--- config.mk ---
export PLATFORM = sky130hd
export DESIGN_NAME = laser_seq_ctrl
export DESIGN_NICKNAME = d
export VERILOG_FILES = /design/src/rtl/laser_seq_pkg.sv /design/src/rtl/lsq_sync.sv /design/src/rtl/lsq_qual.sv /design/src/rtl/lsq_fault.sv /design/src/rtl/lsq_ramp.sv /design/src/rtl/laser_seq_ctrl.sv
export SDC_FILE = /design/constraint.sdc
export NUM_CORES = 1
export LEC_CHECK = 0
export BUFFER_PORTS_ARGS = -buffer_cell sky130_fd_sc_hd__buf_4
export CORE_ASPECT_RATIO = 1.1
export CORE_UTILIZATION = 30
export CTS_CLUSTER_DIAMETER = 80
export DETAILED_ROUTE_END_ITERATION = 10
export SETUP_SLACK_MARGIN = 0.05
export SLEW_MARGIN = 30
export SYNTH_ARGS = -nofsm -noshare
export SYNTH_HDL_FRONTEND = slang
export SYNTH_SLANG_ARGS = --single-unit
--- constraint.sdc ---
create_clock -name clk_i -period 3.5 [get_ports clk_i]
set_clock_uncertainty 0.05 [all_clocks]
set_input_delay 0.35 -clock clk_i [delete_from_list [all_inputs] [get_ports clk_i]]
set_output_delay 0.35 -clock clk_i [all_outputs]
set_load 0.005 [all_outputs]
--- src/rtl/laser_seq_pkg.sv ---
package laser_seq_pkg;
  typedef enum logic [2:0] {
    ST_INIT,
    ST_OFF,
    ST_SETTLE,
    ST_RAMP,
    ST_ON
  } seq_state_e;

  function automatic int max3(int a, int b, int c);
    int m;
    m = (a > b) ? a : b;
    return (m > c) ? m : c;
  endfunction
endpackage

--- src/rtl/lsq_sync.sv ---
module lsq_sync #(
  parameter int W = 1
) (
  input  logic         clk_i,
  input  logic         rst_ni,
  input  logic [W-1:0] d_i,
  output logic [W-1:0] q_o
);
  logic [W-1:0] s1_q, s2_q;

  always_ff @(posedge clk_i or negedge rst_ni) begin
    if (!rst_ni) begin
      s1_q <= '0;
      s2_q <= '0;
    end else begin
      s1_q <= d_i;
      s2_q <= s1_q;
    end
  end

  assign q_o = s2_q;
endmodule

--- src/rtl/lsq_qual.sv ---
// Permission drops only after the raw level has been low QUAL_CYC cycles; rises at once.
module lsq_qual #(
  parameter int QUAL_CYC = 100000
) (
  input  logic clk_i,
  input  logic rst_ni,
  input  logic raw_i,
  output logic ok_o
);
  localparam int QW = $clog2(QUAL_CYC + 1);

  logic [QW-1:0] cnt_q;
  logic          ok_q;

  always_ff @(posedge clk_i or negedge rst_ni) begin
    if (!rst_ni) begin
      ok_q  <= 1'b0;
      cnt_q <= '0;
    end else if (raw_i) begin
      ok_q  <= 1'b1;
      cnt_q <= '0;
    end else if (ok_q) begin
      if (cnt_q == QW'(QUAL_CYC - 1)) begin
        ok_q  <= 1'b0;
        cnt_q <= '0;
      end else begin
        cnt_q <= cnt_q + 1'b1;
      end
    end
  end

  assign ok_o = ok_q;
endmodule

--- src/rtl/lsq_fault.sv ---
module lsq_fault (
  input  logic clk_i,
  input  logic rst_ni,
  input  logic clr_ni,
  input  logic flt_i,
  output logic latched_o
);
  logic lat_q;

  always_ff @(posedge clk_i or negedge rst_ni) begin
    if (!rst_ni)      lat_q <= 1'b0;
    else if (!clr_ni) lat_q <= 1'b0;
    else if (flt_i)   lat_q <= 1'b1;
  end

  assign latched_o = lat_q;
endmodule

--- src/rtl/lsq_ramp.sv ---
module lsq_ramp
  import laser_seq_pkg::*;
#(
  parameter int NCH         = 12,
  parameter int INIT_CYC    = 6000000,
  parameter int SETTLE_CYC  = 5500000,
  parameter int STAGGER_CYC = 460000
) (
  input  logic           clk_i,
  input  logic           rst_ni,
  input  logic           go_i,
  output logic [NCH-1:0] chan_en_o
);
  localparam int MAXC = max3(INIT_CYC, SETTLE_CYC, STAGGER_CYC);
  localparam int CW   = $clog2(MAXC + 1);

  seq_state_e     st_q;
  logic [CW-1:0]  cnt_q;
  logic [NCH-1:0] chan_q;

  always_ff @(posedge clk_i or negedge rst_ni) begin
    if (!rst_ni) begin
      st_q   <= ST_INIT;
      cnt_q  <= '0;
      chan_q <= '0;
    end else if (st_q == ST_INIT) begin
      // power-up interval runs to completion, then ramps directly
      if (cnt_q == CW'(INIT_CYC - 1)) begin
        cnt_q <= '0;
        if (go_i) begin
          st_q   <= ST_RAMP;
          chan_q <= NCH'(1);
        end else begin
          st_q <= ST_OFF;
        end
      end else begin
        cnt_q <= cnt_q + 1'b1;
      end
    end else if (!go_i) begin
      st_q   <= ST_OFF;
      cnt_q  <= '0;
      chan_q <= '0;
    end else begin
      unique case (st_q)
        ST_OFF: begin
          st_q  <= ST_SETTLE;
          cnt_q <= '0;
        end
        ST_SETTLE: begin
          if (cnt_q == CW'(SETTLE_CYC - 1)) begin
            cnt_q  <= '0;
            chan_q <= NCH'(1);
            st_q   <= ST_RAMP;
          end else begin
            cnt_q <= cnt_q + 1'b1;
          end
        end
        ST_RAMP: begin
          if (cnt_q == CW'(STAGGER_CYC - 1)) begin
            cnt_q  <= '0;
            chan_q <= {chan_q[NCH-2:0], 1'b1};
            if (chan_q[NCH-2]) st_q <= ST_ON;
          end else begin
            cnt_q <= cnt_q + 1'b1;
          end
        end
        ST_ON:   st_q <= ST_ON;
        default: st_q <= ST_OFF;
      endcase
    end
  end

  assign chan_en_o = chan_q;
endmodule

--- src/rtl/laser_seq_ctrl.sv ---
module laser_seq_ctrl #(
  parameter int NCH         = 12,
  parameter int INIT_CYC    = 6000000,
  parameter int SETTLE_CYC  = 5500000,
  parameter int STAGGER_CYC = 460000,
  parameter int QUAL_CYC    = 100000
) (
  input  logic           clk_i,
  input  logic           rst_ni,
  input  logic           tx_en_i,
  input  logic           tx_dis_i,
  input  logic           ctl_rst_ni,
  input  logic           flt_ocur_i,
  input  logic           flt_temp_i,
  input  logic           flt_cal_i,
  output logic [NCH-1:0] chan_en_o,
  output logic           fault_no
);
  localparam int NIN = 6;

  logic [NIN-1:0] raw_in, syn;
  logic           en_s, dis_s, rst_s, flt_any_s;
  logic           perm_ok, flt_lat, go;

  assign raw_in = {flt_cal_i, flt_temp_i, flt_ocur_i, ctl_rst_ni, tx_dis_i, tx_en_i};

  lsq_sync #(.W(NIN)) u_sync (
    .clk_i (clk_i),
    .rst_ni(rst_ni),
    .d_i   (raw_in),
    .q_o   (syn)
  );

  assign en_s      = syn[0];
  assign dis_s     = syn[1];
  assign rst_s     = syn[2];
  assign flt_any_s = |syn[5:3];

  lsq_qual #(.QUAL_CYC(QUAL_CYC)) u_qual (
    .clk_i (clk_i),
    .rst_ni(rst_ni),
    .raw_i (en_s & ~dis_s),
    .ok_o  (perm_ok)
  );

  lsq_fault u_fault (
    .clk_i    (clk_i),
    .rst_ni   (rst_ni),
    .clr_ni   (rst_s),
    .flt_i    (flt_any_s),
    .latched_o(flt_lat)
  );

  // raw fault term blanks lanes on the same edge the latch sets
  assign go = perm_ok & rst_s & ~flt_lat & ~flt_any_s;

  lsq_ramp #(
    .NCH        (NCH),
    .INIT_CYC   (INIT_CYC),
    .SETTLE_CYC (SETTLE_CYC),
    .STAGGER_CYC(STAGGER_CYC)
  ) u_ramp (
    .clk_i    (clk_i),
    .rst_ni   (rst_ni),
    .go_i     (go),
    .chan_en_o(chan_en_o)
  );

  assign fault_no = ~flt_lat;
endmodule

==> metrics.csv <==
stage,metric,value,unit
run_status,status,"finished, violations left",
run_status,failing checks,hold timing,
worst_setup_path,Buf/Inv on CP,1,
logic_synthesis,Synth Area in XOR/XNOR,3.12,%
die,Die Width,103,µm
global_route,met2 global-route usage,20.0,%
logic_synthesis,main combinational cell family by area after synthesis,simple AND/OR/NAND/NOR gates,
logic_synthesis,Synth Area in Compound Gates,12.3,%
clock_tree,Resized Gates After CTS,0,
global_route,Top Usage Layer GRT,met2,
logic_synthesis,yosys synthesis warning count,0,
clock_tree,root buf cell,clkbuf_16,
worst_setup_path,CP Capture Type,flop,
worst_setup_path,"slowest stage delay, CP",0.55,ns
clock_tree,Post-CTS Setup Bufs,0,
worst_setup_path,worst-path fanout max,19,
global_route,M3 GR Usage,2.90,%
logic_synthesis,"Seq/Total Area, Yosys",51.2,%
layout,ratio of cells with drive above 1 in the final layout,11.2,%
sta,final worst slack,0.730,ns
logic_synthesis,Post-Syn Area,0.00337,mm²
sta,worst-margin pin slew,0.613,ns
sta,f_max,361,MHz
die,Starting Density,30.9,%
sta,Setup-failing EPs final,0,
hold_path,class of the worst hold path,input port to async pin,
logic_synthesis,"top cells by area, synth","dfrtp_1, nand2_1, o21ai_0",
worst_setup_path,CP top delay family,simple AND/OR/NAND/NOR gates,
global_route,vias in the first global route,2601,
run,max-cap violations,0,
layout,design area,0.00391,mm²
logic_synthesis,Syn Area/Cell,9.60,µm²
logic_synthesis,Syn Nets,361,
clock_tree,Post-CTS Hold Fix Bufs,0,
global_route,first-pass GRT wire length,12.2,mm
clock_tree,H-tree levels,3,
sta,RSZ-0062 raised after global routing,false,
sta,Final Cycle Share,79.1,%
worst_setup_path,CP Class,flop to flop,
worst_setup_path,CP startpoint kind,flop,
layout,Area Overhead vs Synth,16.1,%
worst_setup_path,CP Data Required Time,3.65,ns
sta,final hold slack,-0.0227,ns
die,Die H,113,µm
drt,drt first pass iters,4,
logic_synthesis,mux contribution to synthesized area,4.23,%
drt,DR WL/cell,13.1,µm
clock_tree,"Clk Latency, worst-skew pair",0.33,ns
power_and_ir_drop,Pwr Density,443,mW/mm²
power_and_ir_drop,Peak supply drop,0.220,mV
layout,nets,380,
die,I/O pin count,21,
logic_synthesis,synthesized flop and latch total,69,
die,Std-Cell Core Area,0.0109,mm²
sta,slew margin rel.,59.1,%
drt,Routed Antenna Nets,0,
worst_setup_path,CP max-delay cell,or4_4,
worst_setup_path,WP data arrival,2.92,ns
logic_synthesis,"Async S/R FF share, synth",100,%
worst_setup_path,CP Cell Sequence,"or4b_4, or4_4, o31ai_4, o21a_1, buf_4, nand3_4, mux2i_1",
global_route,largest net degree at the start of global routing,70,
drt,DR iter-0 viols,136,
sta,Final TNS setup,0,ns
logic_synthesis,simple-gate share of the synthesized area,24.1,%
drt,Vias,2607,
sta,Final Hold Viols,55,
global_route,met1 Use GR,17.5,%
logic_synthesis,ys flop type,dfrtp_1,
place,DP Area,0.00365,mm²
place,worst slack at placement,0.729,ns
clock_tree,TritonCTS clock tree,done,
die,full die area,0.0117,mm²
place,Placer Congestion,0.818,
place,Buffers on Ports,20,
global_route,total gr overflow,0,
clock_tree,clk buf depth,2,
logic_synthesis,post-synth top area share,51.2,%
clock_tree,"Clk pin slew, worst setup/hold paths",0.06,ns
global_route,initial antenna violation count,0,
global_route,All-Layer GR Usage,13.3,%
logic_synthesis,Post-Synth Adder-Cell Area,0.743,%
logic_synthesis,dominant cell type by area after synthesis,dfrtp_1,
logic_synthesis,Gate Count Post-Synth,351,
drt,# DRC,0,
drt,vias per cell,5.00,
clock_tree,clock sink count,69,
layout,Fillers,1133,
power_and_ir_drop,Lkg Pwr,1.72,nW
layout,ANT cells,0,
drt,final wirelength,6.82,mm
place,dpl hpwl,4.62,mm
logic_synthesis,post-synth cell types,46,
sta,Final Max Tran Viols,0,
sta,final worst path period need,2.77,ns
die,# rows,40,
clock_tree,CTS Buf Count,9,
logic_synthesis,Post-synth EDFFs,0,
[layer usage]
layer,up-vias,wire [µm]
met3,16,321
met1,1213,3170
met4,0,159
met2,80,3170
met5,-,0
li1,1298,-
[metrics by stage]
step / total power, mW / instances / util, %
after floorplan: 0.908 / 351 / -
after global placement: 0.941 / 506 / 33.4
after detailed placement: 0.946 / 506 / 33.4
after CTS: 1.76 / 521 / 35.8
after global routing: 1.81 / 521 / 35.8
final: 1.73 / 521 / 35.8
[cell type report]
class | count | area [µm²] | share of cell area, %
clock buffers | 13 | 250 | 6.40
clock inverters | 2 | 10.0 | 0.256
inverters | 15 | 56.3 | 1.44
multi-input cells | 251 | 1500 | 38.4
flip-flops and latches | 69 | 1730 | 44.1
well taps | 147 | 184 | 4.70
repair buffers | 24 | 184 | 4.70
[cells in the mapped netlist (3+ instances only)]
| master | n |
|---|---|
| a21o_1 | 3 |
| a21oi_1 | 7 |
| a31oi_1 | 6 |
| and2_1 | 4 |
| and3_1 | 9 |
| and4_1 | 3 |
| buf_6 | 3 |
| clkbuf_1 | 10 |
| dfrtp_1 | 69 |
| inv_1 | 15 |
| mux2i_1 | 12 |
| nand2_1 | 50 |
| nand2b_1 | 3 |
| nand3_1 | 19 |
| nand4_1 | 8 |
| nor2_1 | 27 |
| nor3_1 | 7 |
| nor4_1 | 4 |
| o21ai_0 | 35 |
| o31ai_1 | 5 |
| or3_1 | 5 |
| or4_1 | 6 |
| xor2_1 | 10 |
[logic make-up after synthesis]
family / count (synthesis)
adders and majority gates: 2
and+or+nand+nor: 156
buffers and inverters: 31
muxes: 14
xor gates and xnor gates: 12
DFF: 69
AOI/OAI and AO/OA: 67
[final timing paths]
path	startpoint	to	slack [ns]	cells after the start
max in group asynchronous	rst_ni	u_sync.s1_q[2]$_DFF_PN0_	3.00	1
min	rst_ni	u_ramp.chan_en_o[4]$_DFFE_PN0P_	-0.02	1
max reg2reg	u_ramp.cnt_q[12]$_DFFE_PN0P_	u_ramp.chan_en_o[9]$_DFFE_PN0P_	0.73	7
max	u_ramp.cnt_q[12]$_DFFE_PN0P_	u_ramp.chan_en_o[9]$_DFFE_PN0P_	0.73	7
min reg2reg	u_sync.s1_q[1]$_DFF_PN0_	u_sync.q_o[1]$_DFF_PN0_	0.29	0
min in group clk_i	flt_cal_i	u_sync.s1_q[5]$_DFF_PN0_	0.08	1
[where the power goes]
part / total [mW] / leakage (nW) / internal, mW / switching, mW
clock: 0.802 / 0.129 / 0.492 / 0.309
combinational: 0.0742 / 0.685 / 0.0296 / 0.0446
sequential: 0.858 / 0.909 / 0.826 / 0.0320
[cell usage in the layout (no fill, tap or decap), types with 8 or more instances in the layout]
master | Yosys | layout
clkbuf_16 | 0 | 9
mux2i_1 | 12 | 12
inv_1 | 15 | 15
xor2_1 | 10 | 10
dfrtp_1 | 69 | 69
and3_1 | 9 | 9
buf_4 | 0 | 23
nand3_1 | 19 | 19
o21ai_0 | 35 | 35
nand2_1 | 50 | 50
nor2_1 | 27 | 27
nand4_1 | 8 | 8
[state kept, by name (all words and copies together) (netlist names)]
register / cells
u_ramp.cnt_q: 23
u_qual.cnt_q: 17
u_ramp.chan_en_o: 12
u_sync.q_o: 6
u_sync.s1_q: 6
u_ramp.st_q: 3
u_fault.latched_o: 1
u_qual.ok_o: 1
(Power assumes the default switching activity.)
